## config.mk

```make
export PLATFORM = sky130hd
export DESIGN_NAME = wdog_once
export DESIGN_NICKNAME = d
export VERILOG_FILES = /design/src/rtl/wdog_pkg.sv /design/src/rtl/wdog_prescale.sv /design/src/rtl/wdog_count.sv /design/src/rtl/wdog_regs.sv /design/src/rtl/wdog_once.sv
export SDC_FILE = /design/constraint.sdc
export NUM_CORES = 1
export LEC_CHECK = 0
export BUFFER_PORTS_ARGS = -buffer_cell sky130_fd_sc_hd__buf_4
export CORE_MARGIN = 8
export CORE_UTILIZATION = 40
export CTS_CLUSTER_SIZE = 10
export DETAILED_ROUTE_END_ITERATION = 8
export HOLD_SLACK_MARGIN = 0.1
export PLACE_DENSITY = 0.7
export SLEW_MARGIN = 20
export SYNTH_ARGS = -nofsm -noshare
export SYNTH_HDL_FRONTEND = slang
export SYNTH_SLANG_ARGS = --single-unit
```

## constraint.sdc

```tcl
create_clock -name clk -period 3.03 [get_ports clk]
set_input_delay 0.1515 -clock clk [delete_from_list [all_inputs] [get_ports clk]]
set_output_delay 0.1515 -clock clk [all_outputs]
set_load 0.005 [all_outputs]
```

## src/rtl/wdog_pkg.sv

```systemverilog
package wdog_pkg;
   localparam int CNT_W = 12;
   localparam int RSV_W = 32 - 2*CNT_W - 6;

   typedef enum logic [1:0] {
      A_CMD  = 2'd0,
      A_MODE = 2'd1,
      A_FLAG = 2'd2,
      A_CNT  = 2'd3
   } addr_e;

   typedef struct packed {
      logic [RSV_W-1:0] rsv;
      logic             dbg_frz;
      logic             idle_frz;
      logic             stop;
      logic             proc_only;
      logic             rst_en;
      logic             irq_en;
      logic [CNT_W-1:0] window;
      logic [CNT_W-1:0] reload;
   } mode_t;

   localparam mode_t MODE_DEF = '{
      rsv:       '0,
      dbg_frz:   1'b0,
      idle_frz:  1'b0,
      stop:      1'b0,
      proc_only: 1'b0,
      rst_en:    1'b1,
      irq_en:    1'b0,
      window:    {CNT_W{1'b1}},
      reload:    {CNT_W{1'b1}}
   };
endpackage

```

## src/rtl/wdog_prescale.sv

```systemverilog
module wdog_prescale #(
   parameter int PRESCALE = 128
) (
   input  logic clk,
   input  logic rst_n,
   input  logic run,
   input  logic clr,
   output logic tick
);
   localparam int PW = (PRESCALE > 1) ? $clog2(PRESCALE) : 1;
   localparam logic [PW-1:0] LAST = PW'(PRESCALE - 1);
   localparam bit POW2 = ((PRESCALE & (PRESCALE - 1)) == 0);

   logic [PW-1:0] pre_q;

   generate
      if (POW2) begin : g_pow2
         always_ff @(posedge clk or negedge rst_n) begin
            if (!rst_n)   pre_q <= '0;
            else if (clr) pre_q <= '0;
            else if (run) pre_q <= pre_q + 1'b1;
         end
         assign tick = run && (&pre_q);
      end else begin : g_cmp
         always_ff @(posedge clk or negedge rst_n) begin
            if (!rst_n)   pre_q <= '0;
            else if (clr) pre_q <= '0;
            else if (run) pre_q <= (pre_q == LAST) ? '0 : pre_q + 1'b1;
         end
         assign tick = run && (pre_q == LAST);
      end
   endgenerate
endmodule

```

## src/rtl/wdog_count.sv

```systemverilog
module wdog_count
   import wdog_pkg::*;
(
   input  logic             clk,
   input  logic             rst_n,
   input  logic             tick,
   input  logic             restart,
   input  logic [CNT_W-1:0] reload,
   input  logic [CNT_W-1:0] window,
   output logic [CNT_W-1:0] cnt,
   output logic             unf_evt,
   output logic             err_evt
);
   logic [CNT_W-1:0] cnt_q;

   assign unf_evt = tick && !restart && (cnt_q <= CNT_W'(1));
   assign err_evt = restart && (cnt_q > window);

   always_ff @(posedge clk or negedge rst_n) begin
      if (!rst_n)       cnt_q <= MODE_DEF.reload;
      else if (restart) cnt_q <= reload;
      else if (unf_evt) cnt_q <= reload;
      else if (tick)    cnt_q <= cnt_q - 1'b1;
   end

   assign cnt = cnt_q;
endmodule

```

## src/rtl/wdog_regs.sv

```systemverilog
module wdog_regs
   import wdog_pkg::*;
#(
   parameter logic [7:0] KEY = 8'hA5
) (
   input  logic             clk,
   input  logic             rst_n,
   input  logic             bus_wr,
   input  logic             bus_rd,
   input  logic [1:0]       bus_addr,
   input  logic [31:0]      bus_wdata,
   output logic [31:0]      bus_rdata,
   input  logic [CNT_W-1:0] cnt,
   input  logic             unf_evt,
   input  logic             err_evt,
   output mode_t            mode_q,
   output logic             locked,
   output logic             restart_ok,
   output logic             rst_req,
   output logic             proc_rst_req,
   output logic             fault_irq
);
   logic  unf_f, err_f, fault, flag_rd, mode_wr;
   addr_e addr;

   assign addr       = addr_e'(bus_addr);
   assign mode_wr    = bus_wr && (addr == A_MODE) && !locked;
   assign flag_rd    = bus_rd && (addr == A_FLAG);
   assign restart_ok = bus_wr && (addr == A_CMD) && (bus_wdata[31:24] == KEY)
                       && bus_wdata[0] && !mode_q.stop;
   assign fault      = unf_evt || err_evt;

   always_ff @(posedge clk or negedge rst_n) begin
      if (!rst_n) begin
         mode_q <= MODE_DEF;
         locked <= 1'b0;
      end else if (mode_wr) begin
         mode_q <= mode_t'(bus_wdata);
         locked <= 1'b1;
      end
   end

   always_ff @(posedge clk or negedge rst_n) begin
      if (!rst_n) begin
         unf_f        <= 1'b0;
         err_f        <= 1'b0;
         rst_req      <= 1'b0;
         proc_rst_req <= 1'b0;
      end else begin
         unf_f        <= unf_evt || (unf_f && !flag_rd);
         err_f        <= err_evt || (err_f && !flag_rd);
         rst_req      <= fault && mode_q.rst_en && !mode_q.proc_only;
         proc_rst_req <= fault && mode_q.rst_en && mode_q.proc_only;
      end
   end

   assign fault_irq = mode_q.irq_en && (unf_f || err_f);

   always_comb begin
      case (addr)
         A_MODE:  bus_rdata = mode_q;
         A_FLAG:  bus_rdata = {30'd0, err_f, unf_f};
         A_CNT:   bus_rdata = 32'(cnt);
         default: bus_rdata = '0;
      endcase
   end
endmodule

```

## src/rtl/wdog_once.sv

```systemverilog
module wdog_once
   import wdog_pkg::*;
#(
   parameter int         PRESCALE = 128,
   parameter logic [7:0] KEY      = 8'hA5
) (
   input  logic        clk,
   input  logic        rst_n,
   input  logic        bus_wr,
   input  logic        bus_rd,
   input  logic [1:0]  bus_addr,
   input  logic [31:0] bus_wdata,
   output logic [31:0] bus_rdata,
   input  logic        sys_idle,
   input  logic        dbg_halt,
   output logic        rst_req,
   output logic        proc_rst_req,
   output logic        fault_irq
);
   generate
      if (PRESCALE < 2) begin : g_bad_pre
         $error("PRESCALE must be at least 2");
      end
      if (RSV_W < 0) begin : g_bad_w
         $error("counter too wide for mode register");
      end
   endgenerate

   mode_t            mode_q;
   logic             locked, restart_ok, tick, run, freeze, unf_evt, err_evt;
   logic [CNT_W-1:0] cnt;

   assign freeze = (sys_idle && mode_q.idle_frz) || (dbg_halt && mode_q.dbg_frz);
   assign run    = !mode_q.stop && !freeze;

   wdog_regs #(.KEY(KEY)) u_regs (
      .clk, .rst_n, .bus_wr, .bus_rd, .bus_addr, .bus_wdata, .bus_rdata,
      .cnt, .unf_evt, .err_evt, .mode_q, .locked, .restart_ok,
      .rst_req, .proc_rst_req, .fault_irq
   );

   wdog_prescale #(.PRESCALE(PRESCALE)) u_pre (
      .clk, .rst_n, .run, .clr(restart_ok), .tick
   );

   wdog_count u_cnt (
      .clk, .rst_n, .tick, .restart(restart_ok),
      .reload(mode_q.reload), .window(mode_q.window),
      .cnt, .unf_evt, .err_evt
   );
endmodule

```

==> flow_summary.yaml <==
logic_synthesis:
  ys_top_cells_by_count: "37 x dfstp_2, 26 x nand2_1, 22 x mux2_2, 21 x o21ai_0, 20 x and2_1"
  synthCells: 325
  yosysMostFrequentCell: "dfstp_2"
  ys_warn_count: 0
  netlist_area_um2: 3290
  yosysSeqAreaShare_pct: 44.1
  ys_seq_elements: 56
  yosys.area.top_type: "dfstp_2"
  synth_nets: 380
  async_flop_share_pct: 100
  synth.distinct_cells: 57
  post_synth.cell_area_avg_um2: 10.1
  yosysTopAreaCellShare_pct: 29.6
  synth_edf_count: 0
  synth_ff_type: "dfstp_2"
  yosys-top-cells-area: "dfstp_2 30%, dfrtp_1 14%, mux2_2 7.5%"
sta:
  worst_pin_slew_ps: 708
  hold_viol: 0
  finalCritPeriodShare_pct: 78.5
  rsz0062_at_grt: "no"
  finalCriticalPeriod_ps: 2380
  setup_viol: 0
  slew_viol_final: 0
  max-slew-margin-rel_pct: 52.8
  hold_ws_ps: 114
  worst_slack_ps: 652
  fmax_mhz: 421
  fin_tns_setup_ps: 0
  clock_skew_ps: 11.5
drt:
  antenna_left: 0
  wl_per_cell_um: 15.6
  vias: 2770
  first_pass_iters: 4
  wirelength_mm: 8.31
  drc: 0
  drtIter0Drc: 207
  vias_per_cell: 5.22
clock_tree:
  clk_pin_slew_ps: 110
  numCtsBuffers: 5
  post-cts-setup-buffer-count: 0
  clock_path_buffers: 2
  cts_resized: 0
  root_buffer: "clkbuf_8"
  worstSkewPairLatency_ps: 320
  cts_hold_buf: 33
  cts_max_level: 2
  cts_tree: "done"
  clock_sinks: 56
grt:
  grt_pass1_wl_mm: 14.2
  grt_max_degree: 57
  grt_usage_pct: 14.9
  grt_pass1_vias: 2813
  grt_antenna_before_repair: 0
  gr-total-overflow: 0
layout:
  diodes: 0
  fillCellCount: 747
  final_cells: 531
  finalInstanceArea_um2: 4340
  final_nets: 480
  area_growth_pct: 32.1
  final_layout_size_suffix_gt1_share_pct: 35.9
  multiInputGateArea_um2: 1700
  final-seq-area_um2: 1450
setup_path:
  ff2ff_setup_slack_ps: 650
  cpMaxStageDelayCell: "or4_1"
  cp_max_fo: 13
  cp.required_ps: 3250
  cp_cell_sequence: "or4_1 > nor4_4 > a21oi_4 > a2111oi_2"
  path_class: "reg -> reg"
  cp.arrival_ps: 2600
  cpPeakStageDelay_ps: 660
  worstSetupEndpointType: "flip-flop"
  critPathLaunchType: "flip-flop"
worst_hold_path:
  hold_class: "in -> reg"
floorplan:
  core_area_um2: 8090
  pin_count: 75
  die_h_um: 107
  num_rows: 33
  start_util_pct: 40.6
  die_w_um: 107
  dieArea_um2: 11400
power:
  pwr_density_cell_nw_per_um2: 471
  cellLeakagePower_nw: 1.94
  vdd_drop_max_uv: 231
placed_design:
  numPortBuffers: 74
  dpl_worst_slack_ps: 680
  place_inst: 490
  gp_congestion: 0.859
  dpl.hpwl_mm: 6.18
  placed_area_um2: 3920
run:
  drv_cap: 0
outcome:
  outcome: "complete, no violations"
layout by cell type, fill, tap and decap left out, types with 9 or more instances in the layout:
| master | count |
|---|---|
| mux2i_1 | 12 |
| dlygate4sd3_1 | 33 |
| nand2_1 | 26 |
| dfrtp_1 | 19 |
| inv_1 | 16 |
| and2_1 | 20 |
| a21oi_1 | 11 |
| dfstp_2 | 37 |
| nand3_1 | 9 |
| mux2_2 | 22 |
| nor2_1 | 18 |
| nor2b_1 | 12 |
| o21ai_0 | 21 |
| buf_4 | 77 |
| ha_1 | 15 |
registers in the layout, summed over array words and instances (netlist names):
name and count:
u_cnt.cnt 12, u_pre.pre_q 7, u_regs.err_f 1, u_regs.locked 1, u_regs.mode_q 32, u_regs.proc_rst_req 1, u_regs.rst_req 1, u_regs.unf_f 1
kinds of logic after synthesis:
family | after synthesis | synth area share (%)
mux | 34 | 11.2
buf+inv | 33 | 4.34
flops | 56 | 44.1
fa+ha+maj | 15 | 5.71
simple gates | 120 | 20.2
xor+xnor | 6 | 1.60
compound gates | 61 | 12.9
metal layers:
| metal | up-vias | share of wire [%] | GRT usage [%] |
|---|---|---|---|
| li1 | 1357 | - | - |
| met5 | - | 0 | 0 |
| met2 | 80 | 47 | 23.6 |
| met1 | 1322 | 46 | 20.2 |
| met3 | 11 | 5.8 | 2.82 |
| met4 | 0 | 1.5 | 4.02 |
path summary, 6_finish.rpt:
path,startpoint,endpoint,depth (start not counted)
setup / recovery,u_cnt.cnt[6],u_regs.rst_req,4
max in group asynchronous,rst_n,u_pre.pre_q[6],2
hold reg to reg,u_regs.mode_q[26],u_regs.rst_req,1
setup reg to reg,u_cnt.cnt[6],u_regs.rst_req,4
min in group asynchronous,rst_n,u_regs.locked,2
hold / removal,bus_wr,u_regs.locked,3
through the flow:
| stage | power [mW] | util (%) |
|---|---|---|
| finish | 2.04 | 53.6 |
| global route | 2.18 | 53.6 |
| CTS | 2.07 | 53.6 |
| detailed placement | 1.61 | 48.4 |
| global placement | 1.58 | 48.4 |
| floorplan | 1.39 | - |
layout make-up:
class	instances	area share (%)
sequential	56	33.4
multi-input combinational	236	39.2
clock buffer	5	1.59
clock inverter	3	0.490
inverter	16	1.38
tap	105	3.03
timing repair buffer	110	20.9
worst max-delay path: cells and delay by family (launching register included):
kind | cells | cell delay, ps
AND/OR/NAND/NOR | 2 | 1280
AO/OA/AOI/OAI | 2 | 590
flip-flops | 1 | 420
report_power, final:
part,switching [mW],internal [mW],total (mW)
combinational,0.233,0.293,0.526
sequential,0.127,0.971,1.10
clock,0.256,0.165,0.420
total,0.616,1.43,2.04
No activity file was read; power rests on OpenSTA's default activity.
